<file path="src/rtl/tmr13_pkg.sv">
package tmr13_pkg;
  // count advance source
  typedef enum logic {
    SRC_HALF = 1'b0,
    SRC_EXT  = 1'b1
  } tick_src_e;
endpackage

</file>
<file path="src/rtl/tmr13_cfg.sv">
module tmr13_cfg #(
  parameter int CNT_W = 13,
  localparam int CFG_W = CNT_W + 3
) (
  input  logic                   clk,
  input  logic                   rst_n,
  input  logic                   we,
  input  logic [CFG_W-1:0]       wdata,
  output logic [CNT_W-1:0]       reload,
  output tmr13_pkg::tick_src_e   src,
  output logic                   run,
  output logic                   en
);
  localparam int SRC_BIT = CNT_W;
  localparam int RUN_BIT = CNT_W + 1;
  localparam int EN_BIT  = CNT_W + 2;

  always_ff @(posedge clk or negedge rst_n) begin
    if (!rst_n) begin
      reload <= '0;
      src    <= tmr13_pkg::SRC_HALF;
      run    <= 1'b0;
      en     <= 1'b1;
    end else if (we) begin
      reload <= wdata[CNT_W-1:0];
      src    <= tmr13_pkg::tick_src_e'(wdata[SRC_BIT]);
      run    <= wdata[RUN_BIT];
      en     <= en & wdata[EN_BIT];   // once low, stays low until reset
    end
  end
endmodule

</file>
<file path="src/rtl/tmr13_tick.sv">
module tmr13_tick (
  input  logic                 clk,
  input  logic                 rst_n,
  input  logic                 restart,
  input  tmr13_pkg::tick_src_e src,
  input  logic                 ext_tick,
  output logic                 tick
);
  logic half_q;
  logic ext_prev_q;

  always_ff @(posedge clk or negedge rst_n) begin
    if (!rst_n) begin
      half_q     <= 1'b0;
      ext_prev_q <= 1'b0;
    end else begin
      half_q     <= restart ? 1'b0 : ~half_q;
      ext_prev_q <= ext_tick;
    end
  end

  always_comb begin
    if (src == tmr13_pkg::SRC_EXT) tick = ext_tick & ~ext_prev_q;
    else                           tick = half_q;
  end
endmodule

</file>
<file path="src/rtl/tmr13_core.sv">
module tmr13_core #(
  parameter int CNT_W = 13
) (
  input  logic             clk,
  input  logic             rst_n,
  input  logic             load,
  input  logic [CNT_W-1:0] load_val,
  input  logic             active,
  input  logic             tick,
  input  logic [CNT_W-1:0] reload,
  output logic [CNT_W-1:0] cnt,
  output logic             irq
);
  localparam logic [CNT_W-1:0] ONE = CNT_W'(1);

  always_ff @(posedge clk or negedge rst_n) begin
    if (!rst_n) begin
      cnt <= '0;
      irq <= 1'b0;
    end else begin
      irq <= 1'b0;
      if (load) begin
        cnt <= load_val;
      end else if (active && tick) begin
        if (cnt <= ONE) begin
          // last step of a period: reload at once, fire only from 1
          cnt <= reload;
          irq <= (cnt == ONE);
        end else begin
          cnt <= cnt - ONE;
        end
      end
    end
  end
endmodule

</file>
<file path="src/rtl/tmr13_timer.sv">
module tmr13_timer #(
  parameter int CNT_W = 13,
  localparam int CFG_W = CNT_W + 3
) (
  input  logic             clk,
  input  logic             rst_n,
  input  logic             cfg_we,
  input  logic [CFG_W-1:0] cfg_wdata,
  input  logic             ext_tick,
  output logic             irq_pulse
);
  logic [CNT_W-1:0]     cfg_reload;
  tmr13_pkg::tick_src_e cfg_src;
  logic                 cfg_run;
  logic                 cfg_en;
  logic                 tick;
  logic [CNT_W-1:0]     cnt_q;

  tmr13_cfg #(.CNT_W(CNT_W)) cfg_i (
    .clk(clk), .rst_n(rst_n), .we(cfg_we), .wdata(cfg_wdata),
    .reload(cfg_reload), .src(cfg_src), .run(cfg_run), .en(cfg_en)
  );

  tmr13_tick tick_i (
    .clk(clk), .rst_n(rst_n), .restart(cfg_we), .src(cfg_src),
    .ext_tick(ext_tick), .tick(tick)
  );

  tmr13_core #(.CNT_W(CNT_W)) core_i (
    .clk(clk), .rst_n(rst_n), .load(cfg_we),
    .load_val(cfg_wdata[CNT_W-1:0]), .active(cfg_en & cfg_run),
    .tick(tick), .reload(cfg_reload), .cnt(cnt_q), .irq(irq_pulse)
  );
endmodule

</file>
<file path="config.mk">
export PLATFORM = sky130hd
export DESIGN_NAME = tmr13_timer
export DESIGN_NICKNAME = d
export VERILOG_FILES = /design/src/rtl/tmr13_pkg.sv /design/src/rtl/tmr13_cfg.sv /design/src/rtl/tmr13_tick.sv /design/src/rtl/tmr13_core.sv /design/src/rtl/tmr13_timer.sv
export SDC_FILE = /design/constraint.sdc
export NUM_CORES = 1
export LEC_CHECK = 0
export BUFFER_PORTS_ARGS = -buffer_cell sky130_fd_sc_hd__buf_2
export CAP_MARGIN = 0
export CELL_PAD_IN_SITES_DETAIL_PLACEMENT = 0
export CELL_PAD_IN_SITES_GLOBAL_PLACEMENT = 2
export CORE_ASPECT_RATIO = 0.6
export CORE_MARGIN = 10
export CORE_UTILIZATION = 37
export DETAILED_ROUTE_END_ITERATION = 6
export PLACE_DENSITY = 0.89
export SYNTH_ARGS = -nofsm -noshare
export SYNTH_HDL_FRONTEND = slang
export SYNTH_HIERARCHICAL = 1
export SYNTH_SLANG_ARGS = --single-unit
</file>
<file path="constraint.sdc">
create_clock -name clk -period 2.3 [get_ports clk]
set_input_delay 0.115 -clock clk [delete_from_list [all_inputs] [get_ports clk]]
set_output_delay 0.115 -clock clk [all_outputs]
set_load 0.01 [all_outputs]
</file>
======== Word level (Yosys, flattened, before mapping) ========
Cells that the tools add are included.
storage, ports and cells
  register bits ........................... 32
  output and inout port bits .............. 1
operators by class
  $add $sub $neg .......................... 1
  order comparisons ....................... 1
  equal/unequal tests ..................... 1
  multiplexer cells ....................... 8
  bitwise operators ....................... 5
  reduce and logical (&&, ||, !) cells .... 2
operators by type and width
  operator                                                                number
  13-bit two-way mux                                                      3
  13-bit by 1-bit equality test with 1-bit output, second input constant  1
  13-bit by 1-bit <= comparator with 1-bit output, second input constant  1
  13-bit by 1-bit subtractor with 13-bit output, second input constant    1
  1-bit two-way mux                                                       5
  1-bit bitwise AND                                                       3
  1-bit NOT                                                               2
  2-bit nonzero test                                                      1
  1-bit logical AND                                                       1

======== Longest topological paths before layout ========
Gate-level depths: netlist of the first run.
  depth in word-level cells ............... 6
  depth in mapped cells ................... 7

======== Modules after synthesis ========
Netlist of the first run, hierarchy kept.
modules (own cells, without submodules)
  module       times used  cells each  area each (um^2)  seq. area each (um^2)
  tmr13_core   1           132         1083.5            350.3
  tmr13_cfg    1           35          646.9             401.6
  tmr13_tick   1           6           73.8              50.0
  tmr13_timer  1           1           6.3               0.0

======== Least setup slack after synthesis of the first run ========
No wires, ideal clock.
  kind .................................... flip-flop to flip-flop
  start ................................... register core_i.cnt[0]
  end ..................................... register core_i.cnt[12]
  library setup time ...................... 0.125 ns
  arrival ................................. 1.811 ns
  required time ........................... 2.175 ns
  slack ................................... 0.364 ns
  cell stages (with the launch flop) ...... 8
  buffers on the path ..................... 1
  cell sequence ........................... dfrtp_1 inv_1 ha_1 or4b_1 clkbuf_1 o41ai_2 o41ai_1 mux2_2
on the way
  word-level cells in the longest chain between the ends .. 4
  elaborated cells between the ends (all ways) .. 5
  those cells by class .................... add/sub: 1; order compare: 1; mux: 3
RTL lines
  item                                                                                                                     line                                source
  start: declaration                                                                                                       tmr13_core.sv:11                    output logic [CNT_W-1:0] cnt,
  start signal: assignment                                                                                                 tmr13_core.sv:23                    cnt <= load_val;
  start signal: assignment                                                                                                 tmr13_core.sv:27                    cnt <= reload;
  start signal: assignment                                                                                                 tmr13_core.sv:30                    cnt <= cnt - ONE;
  13-bit by 1-bit subtractor with 13-bit output / 13-bit by 1-bit <= comparator with 1-bit output (equally long branches)  tmr13_core.sv:30, tmr13_core.sv:25
  13-bit two-way mux *                                                                                                     tmr13_core.sv:25                    if (cnt <= ONE) begin
  13-bit two-way mux *                                                                                                     tmr13_core.sv:24                    end else if (active && tick) begin
  13-bit two-way mux *                                                                                                     tmr13_core.sv:22                    if (load) begin
Mark *: on every way between the ends. The rest lies on a longest branch, timed or not. The select of a mux whose other input is x is not followed.
A chain may end at the register's enable or synchronous reset.

======== Worst setup path in the final report of the first run ========
Same ends and word-level chain as after synthesis.

==> results of run 1 <==
## final cells by class
cell class,count,area [sq um]
sequential,32,802
inverter,7,26.3
timing repair buffer,27,158
clock buffer,6,72.6
tap,63,78.8
clock inverter,2,35.0
fill,464,2570
multi-input combinational,124,916
## cell families after synthesis
group | share of synthesized area
AO/OA/AOI/OAI | 0.169
flip-flops | 0.443
multiplexers | 0.140
buffers and inverters | 0.0511
XOR/XNOR | 0.0194
adder cells (fa/ha/maj) | 0.0138
AND/OR/NAND/NOR | 0.164
## through the flow
step	util	worst slack, ps	cell area, sq um	std cells
after floorplan	-	364	1810	174
after global placement	0.421	282	1960	251
after detailed placement	0.421	211	1960	251
after CTS	0.448	198	2090	261
after global routing	0.448	79.7	2090	261
final	0.448	181	2090	261
## per-layer routing
layer	vias to the layer above	part of all wire	wire length, um
met1	714	0.50	2200
met4	0	0.010	44
li1	683	-	-
met3	8	0.081	353
met5	-	0	0
met2	44	0.40	1760
## repair_timing
item                                   4_1_cts  5_1_grt
endpoints found under the hold margin       32        0
buffers inserted                             0        0
hold buffers                                 2        0
## report_power, final
part / switching (mW) / total, mW / leakage, nW / internal [mW]
Sequential: 0.0521 / 0.664 / 0.380 / 0.612
Combinational: 0.104 / 0.210 / 0.478 / 0.106
Clock: 0.217 / 0.539 / 0.0552 / 0.321
## worst max-delay path, cell delays in order, from the launching register on
cell and delay, ps:
dfrtp_1 440, inv_1 110, ha_1 230, or4b_1 600, o41ai_2 240, o41ai_1 110
mux2_2 270
## cells in the final DEF, fill, tap and decap left out, types with 2 or more instances in the layout
cell type	count
nor4_1	2
mux2_4	9
ha_1	2
inv_1	7
mux2_2	7
buf_4	5
nand2_1	15
nand4_1	2
mux2i_1	4
dlygate4sd3_1	2
o41ai_1	3
nand2b_1	2
dfrtp_1	31
o21ai_0	9
a21oi_1	11
a31oi_1	3
nand3_1	2
xor2_1	3
and3b_1	3
buf_2	20
clkbuf_8	5
nor3_1	7
nor2b_1	2
o221ai_1	3
nor2_1	9
## state kept, by name (all words and copies together), names as in the netlist
register	count
tick_i/half_q	1
cfg_i/run	1
cfg_i/reload	13
cfg_i/en	1
core_i/cnt	13
tick_i/ext_prev_q	1
core_i/irq	1
cfg_i/src	1
## worst max-delay path by stage
stage                           endpoint  slack (ps)  cells after the start
final                     core_i/cnt[12]         180                      6
after global routing      core_i/cnt[12]          80                      6
after CTS                 core_i/cnt[12]         200                      6
after detailed placement  core_i/cnt[12]         210                      6
after global placement    core_i/cnt[12]         280                      6
after floorplan           core_i/cnt[12]         360                      7
==> metrics, run 1 <==
outcome=finished, final reports clean; reg2reg path depth=6; Skew-Pair Late Insertion Delay=290 ps; Hold Path End=cfg_i/en; final setup fails=0; worst hold slack=28.6 ps; I/O pins=21; Die Y=74.2 um; largest net degree at the start of global routing=38; Mapped Area=1810 sq um; worst path arrival time=between 2000 and 2500 ps; clk sink count=32; hold path cells=3; Initial Util=0.389; first-pass GRT wire length=just over 7000 um; unrepaired setup endpoints after global routing=false; first-pass iteration count of the detailed router=4; GR Layer Usage met1=0.167; Net Count, Synth=196; Via-to-Cell Ratio=~5.6; Syn Area/Cell=10.4 sq um; WL/cell=16.7 um; clk buf depth=2; final period utilization=0.921; vias post-DR=1449; Cell variety after synth=52; critical path type=flop to flop; Rows=19; hold crit path type=input pin to flop; Min-Delay Startpoint=cfg_wdata[15]; Crit Path Max Fanout=7; layout cells sized above 1=0.278; DP HPWL=roughly 3100 um; maximum VDD drop=0.000242 V; die width=110 um; worst setup path startpoint=core_i/cnt[0]; FF-to-FF setup slack=between 150 and 200 ps; core area=4660 sq um; vias in the first global route=about 1400; Synth Register Bits=32; Top Usage Layer GRT=met1; H-Tree Depth=2; pwr dens=a little under 700 nW/um^2; main area contributors after synthesis=dfrtp_1 43%, mux2_4 7.5%, mux2_2 4.4%, nand2_1 3.1%, a21oi_1 3.0%; root buf cell=clkbuf_8; initial antenna violation count=0; Layout Area Growth over Synthesis=15.3%; R2R Path Start=core_i/cnt[0]; top-count cell post-synth=dfrtp_1; CTS tree=built; Port Buffers=20; register area share after synthesis=0.443; residual DRC count=0; starting DRC count in detailed routing=between 70 and 80; Setup TNS Final=0 ps; Num CTS Buffers=5; total track usage=0.115; crit path launch type=flop; area leader, netlist=dfrtp_1; Fin. Hold Viols=0; Max-Cap Viols=0; Clock Pin Slew Worst Setup and Hold Paths=70 ps; fmax=about 470 MHz; Synth Warn #=6; grt met3 use=0.0423; cells after synthesis=174; grt met2 use=0.151; Final Power=approximately 1.4 mW; Post-synth top cells=31 x dfrtp_1, 15 x nand2_1, 11 x a21oi_1; Overflow after GRT=0; ys async rst share=1.00; Post-synth EDFFs=0; Tightest Pin Transition=734 ps; CP Data Required Time=2470 ps; antenna-violating nets left=0; nature of the critical path endpoint=flop; GP Congestion=around 0.88; post-layout min period=2120 ps; number of instances resized during post-cts repair=0; Static Leakage=0.914 nW; reg2reg end=core_i/cnt[12]; Die ar.=slightly above 8000 sq um; headroom to the max-slew limit=0.511; Antenna diodes=0; Slew Limit Fails=0; Main synth FF type=dfrtp_1; final WL=4360 um; post-synth top area share=0.428; clk_skew=roughly 4.4 ps; final layout net count=219
No activity file was read; power rests on OpenSTA's default activity.
==> inputs of run 2 (changes only) <==
--- a/config.mk
+++ b/config.mk
@@ -5,15 +5,16 @@
 export SDC_FILE = /design/constraint.sdc
 export NUM_CORES = 1
 export LEC_CHECK = 0
+export ABC_AREA = 1
 export BUFFER_PORTS_ARGS = -buffer_cell sky130_fd_sc_hd__buf_2
 export CAP_MARGIN = 0
 export CELL_PAD_IN_SITES_DETAIL_PLACEMENT = 0
 export CELL_PAD_IN_SITES_GLOBAL_PLACEMENT = 2
 export CORE_ASPECT_RATIO = 0.6
-export CORE_MARGIN = 10
-export CORE_UTILIZATION = 37
+export CORE_MARGIN = 3
+export CORE_UTILIZATION = 33
 export DETAILED_ROUTE_END_ITERATION = 6
-export PLACE_DENSITY = 0.89
+export PLACE_DENSITY_LB_ADDON = 0.1
 export SYNTH_ARGS = -nofsm -noshare
 export SYNTH_HDL_FRONTEND = slang
 export SYNTH_HIERARCHICAL = 1
==> metrics, run 2 <==
final instance area=2180 sq um (+4.6%); core area=5360 sq um (+15%); fill count=590 (+27%); post-synth top area share=0.399 (-0.0292); critical path type=flop to flop; Port Buffers=20 (unchanged); H-Tree Depth=2 (unchanged); final period utilization=0.736 (-0.185); Cell variety after synth=25 (-52%); FF-to-FF setup slack=610 ps (+420 ps); Num CTS Buffers=5 (unchanged); Final Power=1.40 mW (-1.2%); root buf cell=clkbuf_8; Max-Cap Viols=0 (unchanged); layout cells sized above 1=0.174 (-0.103); register area share after synthesis=0.413 (-0.0302); first-pass iteration count of the detailed router=4 (unchanged); DP HPWL=3430 um (+11%); Slew Limit Fails=0 (unchanged); vias post-DR=1692 (+17%); Rows=20 (+1); nature of the critical path endpoint=flop; area leader, netlist=dfrtp_1; CP Data Required Time=2480 ps (about the same); Initial Util=0.363 (-0.0257); worst path arrival time=1870 ps (-420 ps); hold crit path type=input pin to flop; first-pass GRT wire length=8590 um (+18%); area of the multi-input gates=918 sq um (+0.27%); Static Leakage=1.20 nW (+31%); starting DRC count in detailed routing=79 (+9.7%); pwr dens=639 nW/um^2 (-5.6%); Largest regs=cfg_i/reload (13), core_i/cnt (13); Main synth FF type=dfrtp_1; reg2reg path depth=10 (+4); Hold Path End=cfg_i/en; Post-synth top cells=121 x nand2_1, 32 x inv_1, 31 x dfrtp_1; outcome=finished, final reports clean; maximum VDD drop=0.000242 V (+0.24%); Skew-Pair Late Insertion Delay=280 ps (about the same); Die Y=65.4 um (-12%); clk sink count=32 (unchanged); clk_skew=2.38 ps (-2.03 ps); Via-to-Cell Ratio=4.44 (-20%); register area=802 sq um (unchanged); final WL=4920 um (+13%); Layout Area Growth over Synthesis=12.4%; most common cell after layout, fill and taps aside=nand2_1; hold path cells=3 (unchanged); total track usage=0.160 (+0.0444); Min-Delay Startpoint=cfg_wdata[15]; I/O pins=21 (unchanged); initial antenna violation count=0 (unchanged); Area after DPL=2070 sq um (+5.7%); Synth Warn #=6 (unchanged); top-count cell post-synth=nand2_1; Syn Area/Cell=6.96 sq um (-33%); Crit Path Max Fanout=15 (+8); Fin. Hold Viols=0 (unchanged); Overflow after GRT=0 (unchanged); clk buf depth=2 (unchanged); largest net degree at the start of global routing=33 (-13%); antenna-violating nets left=0 (unchanged); main area contributors after synthesis=dfrtp_1 40%, nand2_1 23%, inv_1 6.2%, nand3_1 5.9%, o21ai_0 4.4%; Synth Register Bits=32 (unchanged); final setup fails=0 (unchanged); ys async rst share=1.00 (unchanged); fmax=590 MHz (+25%); CTS tree=built; headroom to the max-slew limit=0.489 (-0.0214); Net Count, Synth=301 (+54%); Mapped Area=1940 sq um (+7.3%); Setup TNS Final=0 ps (unchanged); Antenna diodes=0 (unchanged); die width=105 um (-4.8%); crit path launch type=flop; post-layout min period=1690 ps (-425 ps); reg2reg end=core_i/cnt[10]; cells after synthesis=279 (+60%); WL/cell=12.9 um (-23%); GP Congestion=0.782 (-11%); unrepaired setup endpoints after global routing=false; Post-synth EDFFs=0 (unchanged); Clock Pin Slew Worst Setup and Hold Paths=70 ps (about the same); Die ar.=6880 sq um (-16%); R2R Path Start=core_i/cnt[7]; vias in the first global route=1683 (+20%); final layout net count=325 (+48%); residual DRC count=0 (unchanged); Tightest Pin Transition=766 ps (+32.2 ps); most frequent cells in the layout=121 x nand2_1, 32 x inv_1, 31 x dfrtp_1, 23 x nand3_1, 20 x buf_2
==> run 2: worst max-delay path by stage <==
stage	from	depth (start not counted)	endpoint	slack [ps]
6_report	core_i/cnt[7]	10	core_i/cnt[10]	610
5_1_grt	core_i/cnt[0]	10	core_i/cnt[10]	370
4_1_cts	core_i/cnt[5]	10	core_i/cnt[10]	610
3_5_place_dp	core_i/cnt[8]	10	core_i/cnt[10]	630
2_1_floorplan	core_i/cnt[0]	9	core_i/cnt[12]	890
3_3_place_gp	core_i/cnt[8]	10	core_i/cnt[10]	580
==> run 2: power by group <==
| part | switching (mW) | leakage, nW | total, mW | internal [mW] |
|---|---|---|---|---|
| registers | 0.0560 | 0.388 | 0.673 | 0.617 |
| logic | 0.165 | 0.759 | 0.266 | 0.101 |
| clock network | 0.218 | 0.0510 | 0.456 | 0.239 |
| total | 0.438 | 1.20 | 1.40 | 0.957 |
==> run 2: timing repair <==
action	CTS	global route
hold buffers	2	0
gates resized for setup	0	0
hold endpoints to repair	32	0
buffers inserted	0	0
==> run 2: per-layer routing <==
layer  track usage  vias up  share of wire
li1              -      896              -
met1         0.234      767           0.55
met2         0.237       25           0.41
met3        0.0451        4          0.036
met4        0.0245        0         0.0045
met5             0        -              0
==> run 2: cell type report <==
type,count,share of cell area
Multi-Input combinational cell,205,0.420
Clock inverter,2,0.00458
Sequential cell,32,0.367
Clock buffer,6,0.0378
Timing Repair Buffer,25,0.0653
Inverter,34,0.0607
Tap cell,77,0.0441
==> run 2: metrics by stage <==
step / util / worst slack [ps] / std cells / hold WS (ps)
after detailed placement: 0.387 / 629 / 371 / 234
final: 0.408 / 606 / 381 / 30.5
after floorplan: - / 885 / 279 / -181
after global placement: 0.387 / 581 / 371 / 229
after CTS: 0.408 / 608 / 381 / 22.2
after global routing: 0.408 / 365 / 381 / 40.0
==> run 2: cell families (layout without fill, tap and decap cells) <==
logic type	count (synthesis)	after routing	share of synthesized area
simple gates	180	180	0.392
buf+inv	42	67	0.115
flops	32	32	0.413
compound gates	20	20	0.0547
xor+xnor	3	3	0.0135
fa+ha+maj	2	2	0.0129
==> run 2: worst max-delay path, stage by stage (launching register included) <==
cell and delay [ps]:
dfrtp_1 430, nor2_1 210, nand2_2 100, nor2_2 100, nand2_2 100, nand2_4 210, inv_2 150, nand2_1 100
nand3_1 70, nand2_1 70, nand2_1 40
==> inputs of run 3 (changes only) <==
--- a/config.mk
+++ b/config.mk
@@ -12,7 +12,7 @@
 export CELL_PAD_IN_SITES_GLOBAL_PLACEMENT = 2
 export CORE_ASPECT_RATIO = 0.6
 export CORE_MARGIN = 3
-export CORE_UTILIZATION = 33
+export CORE_UTILIZATION = 29
 export DETAILED_ROUTE_END_ITERATION = 6
 export PLACE_DENSITY_LB_ADDON = 0.1
 export SYNTH_ARGS = -nofsm -noshare
==> constraint.sdc (replaced) <==
create_clock -name clk -period 1.54 [get_ports clk]
set_input_delay 0.077 -clock clk [delete_from_list [all_inputs] [get_ports clk]]
set_output_delay 0.077 -clock clk [all_outputs]
set_load 0.01 [all_outputs]
==> metrics, run 3 (synthesis gave the netlist of run 2 again) <==
Area after DPL=2280 sq um (+9.8%); Die Y=69.4 um (+6.1%); Post-Place Setup Slack=-40.7 ps (-670 ps); vias in the first global route=1731 (+2.9%); starting DRC count in detailed routing=105 (+33%); hold crit path type=input pin to flop; critical path buffer and inverter count=1 (unchanged); crit path cell chain=nor2_2, nand2_1, nor2_2, nand2_2, nand2_4, buf_12, nand2_2, o211ai_1, nand2_1; largest net degree at the start of global routing=33 (unchanged); Largest regs=cfg_i/reload (13), core_i/cnt (13); Port Buffers=20 (unchanged); switching share of power=0.321 (+0.00682); I/O pins=21 (unchanged); R2R Path Start=core_i/cnt[6]; critical path type=flop to flop; Min-Delay Startpoint=cfg_wdata[14]; core area=6300 sq um (+18%); pwr dens=856 nW/um^2 (+34%); final period utilization=0.982 (+0.246); post-layout min period=1510 ps (-181 ps); Skew-Pair Late Insertion Delay=290 ps (about the same); clk_skew=12.2 ps (+9.79 ps); fill count=678 (+15%); Crit Path Max Fanout=7 (-8); total track usage=0.144 (-0.0157); nature of the critical path endpoint=flop; reg2reg path depth=9 (-1); final layout net count=355 (+9.2%); Net Switching=0.704 mW (+61%); Die ar.=7750 sq um (+13%); layout cells sized above 1=0.305 (+0.131); Int Power=1.49 mW (+56%); WL/cell=13.0 um (+0.39%); final instance area=2560 sq um (+17%); Seq pwr share=0.462 (-0.020); clk sink count=32 (unchanged); Overflow after GRT=0 (unchanged); Setup TNS Final=0 ps (unchanged); Layout Area Growth over Synthesis=31.8%; residual DRC count=0 (unchanged); headroom to the max-slew limit=0.706 (+0.217); CP max stage cell=dfrtp_1; vias post-DR=1786 (+5.6%); Comb power frac=0.246 (+0.055); initial antenna violation count=0 (unchanged); CP Data Required Time=1700 ps (-780 ps); Slew Limit Fails=0 (unchanged); final WL=5420 um (+10%); die width=112 um (+6.3%); Rows=22 (+10%); Clock Pin Slew Worst Setup and Hold Paths=70 ps (about the same); Num CTS Buffers=5 (unchanged); clk buf depth=2 (unchanged); final setup fails=0 (unchanged); Via-to-Cell Ratio=4.27 (-3.8%); Fin. Hold Viols=0 (unchanged); DP HPWL=3940 um (+15%); maximum VDD drop=0.000330 V (+36%); antenna-violating nets left=0 (unchanged); worst setup path startpoint=core_i/cnt[6]; most common cell after layout, fill and taps aside=nand2_1; worst path arrival time=1670 ps (-200 ps); first-pass GRT wire length=8890 um (+3.5%); unrepaired setup endpoints after global routing=true; Static Leakage=1.37 nW (+14%); max incr delay on CP=410 ps (-20 ps); final worst slack=27.0 ps (-579 ps); top cell family by delay on the critical path=simple AND/OR/NAND/NOR gates; Tightest Pin Transition=440 ps (-326 ps); Hold Path End=cfg_i/run; outcome=finished, final reports clean; crit path launch type=flop; H-Tree Depth=2 (unchanged); Clk pwr share=0.293 (-0.034); hold path cells=3 (unchanged); FF-to-FF setup slack=30 ps (-580 ps); reg2reg end=core_i/cnt[2]; Initial Util=0.308 (-0.0546); fmax=661 MHz (+12%); worst hold slack=5.23 ps (-25.2 ps); GP Congestion=0.770 (-1.6%); Antenna diodes=0 (unchanged); root buf cell=clkbuf_8; first-pass iteration count of the detailed router=4 (unchanged); Max-Cap Viols=0 (unchanged); CTS tree=built; most frequent cells in the layout=113 x nand2_1, 30 x inv_1, 26 x dfrtp_1, 24 x buf_4, 20 x buf_2
==> run 3: cell count changes in the layout (fill, tap and decap cells not counted), sizes merged <==
cell         delta
dlygate4sd3     +6
buf            +24
clkinv          -1
clkbuf          +1
==> run 3: worst max path at each step <==
| stage | endpoint | slack, ps | depth (start not counted) |
|---|---|---|---|
| after floorplan | core_i/cnt[12] | 130 | 9 |
| after global placement | core_i/cnt[10] | -30 | 10 |
| after detailed placement | core_i/cnt[10] | -40 | 10 |
| after CTS | core_i/cnt[10] | 6 | 11 |
| after global routing | core_i/cnt[2] | -70 | 9 |
| final | core_i/cnt[2] | 30 | 9 |
==> run 3: repair_timing <==
item / CTS / global route
cloned: 0 / 0
hold buffers: 8 / 0
endpoints found under the hold margin: 38 / 0
endpoints found under the setup margin: 9 / 13
gates resized for setup: 5 / 33
setup buffers: 0 / 3
pin swaps: 0 / 13
==> run 3: metal layers <==
| layer | GRT usage | up-vias | part of all wire |
|---|---|---|---|
| met5 | 0 | - | 0 |
| met4 | 0.0364 | 0 | 0.0085 |
| met3 | 0.0340 | 6 | 0.028 |
| met2 | 0.203 | 23 | 0.40 |
| met1 | 0.218 | 805 | 0.56 |
| li1 | - | 952 | - |
==> run 3: worst reg2reg max path: stages (launching register included) <==
cell and delay [ps]:
dfrtp_1 410, nor2_2 170, nand2_1 80, nor2_2 150, nand2_2 100, nand2_4 130, buf_12 130, nand2_2 40
o211ai_1 70, nand2_1 100
==> run 3: metrics by stage <==
stage	power (mW)	instances	util
final	2.19	418	0.406
after global routing	2.35	418	0.406
after CTS	2.17	415	0.388
after detailed placement	1.49	399	0.361
after global placement	1.50	399	0.361
after floorplan	1.29	279	-
==> run 3: power groups by stage <==
stage	sequential, mW	clock [mW]	combinational [mW]
4_1_cts	1.00	0.666	0.500
5_1_grt	1.02	0.712	0.617
3_5_place_dp	1.02	0	0.478
2_1_floorplan	0.999	0	0.291
3_3_place_gp	1.01	0	0.488
6_report	1.01	0.642	0.539
==> run 3: layout make-up <==
cell class                 count  area (sq um)  share of cell area
timing repair buffer          55           420               0.164
inverter                      34           138              0.0537
tap                           84           105              0.0410
multi-input combinational    205          1010               0.394
clock inverter                 1          5.00             0.00195
clock buffer                   7          76.3              0.0298
sequential                    32           808               0.316
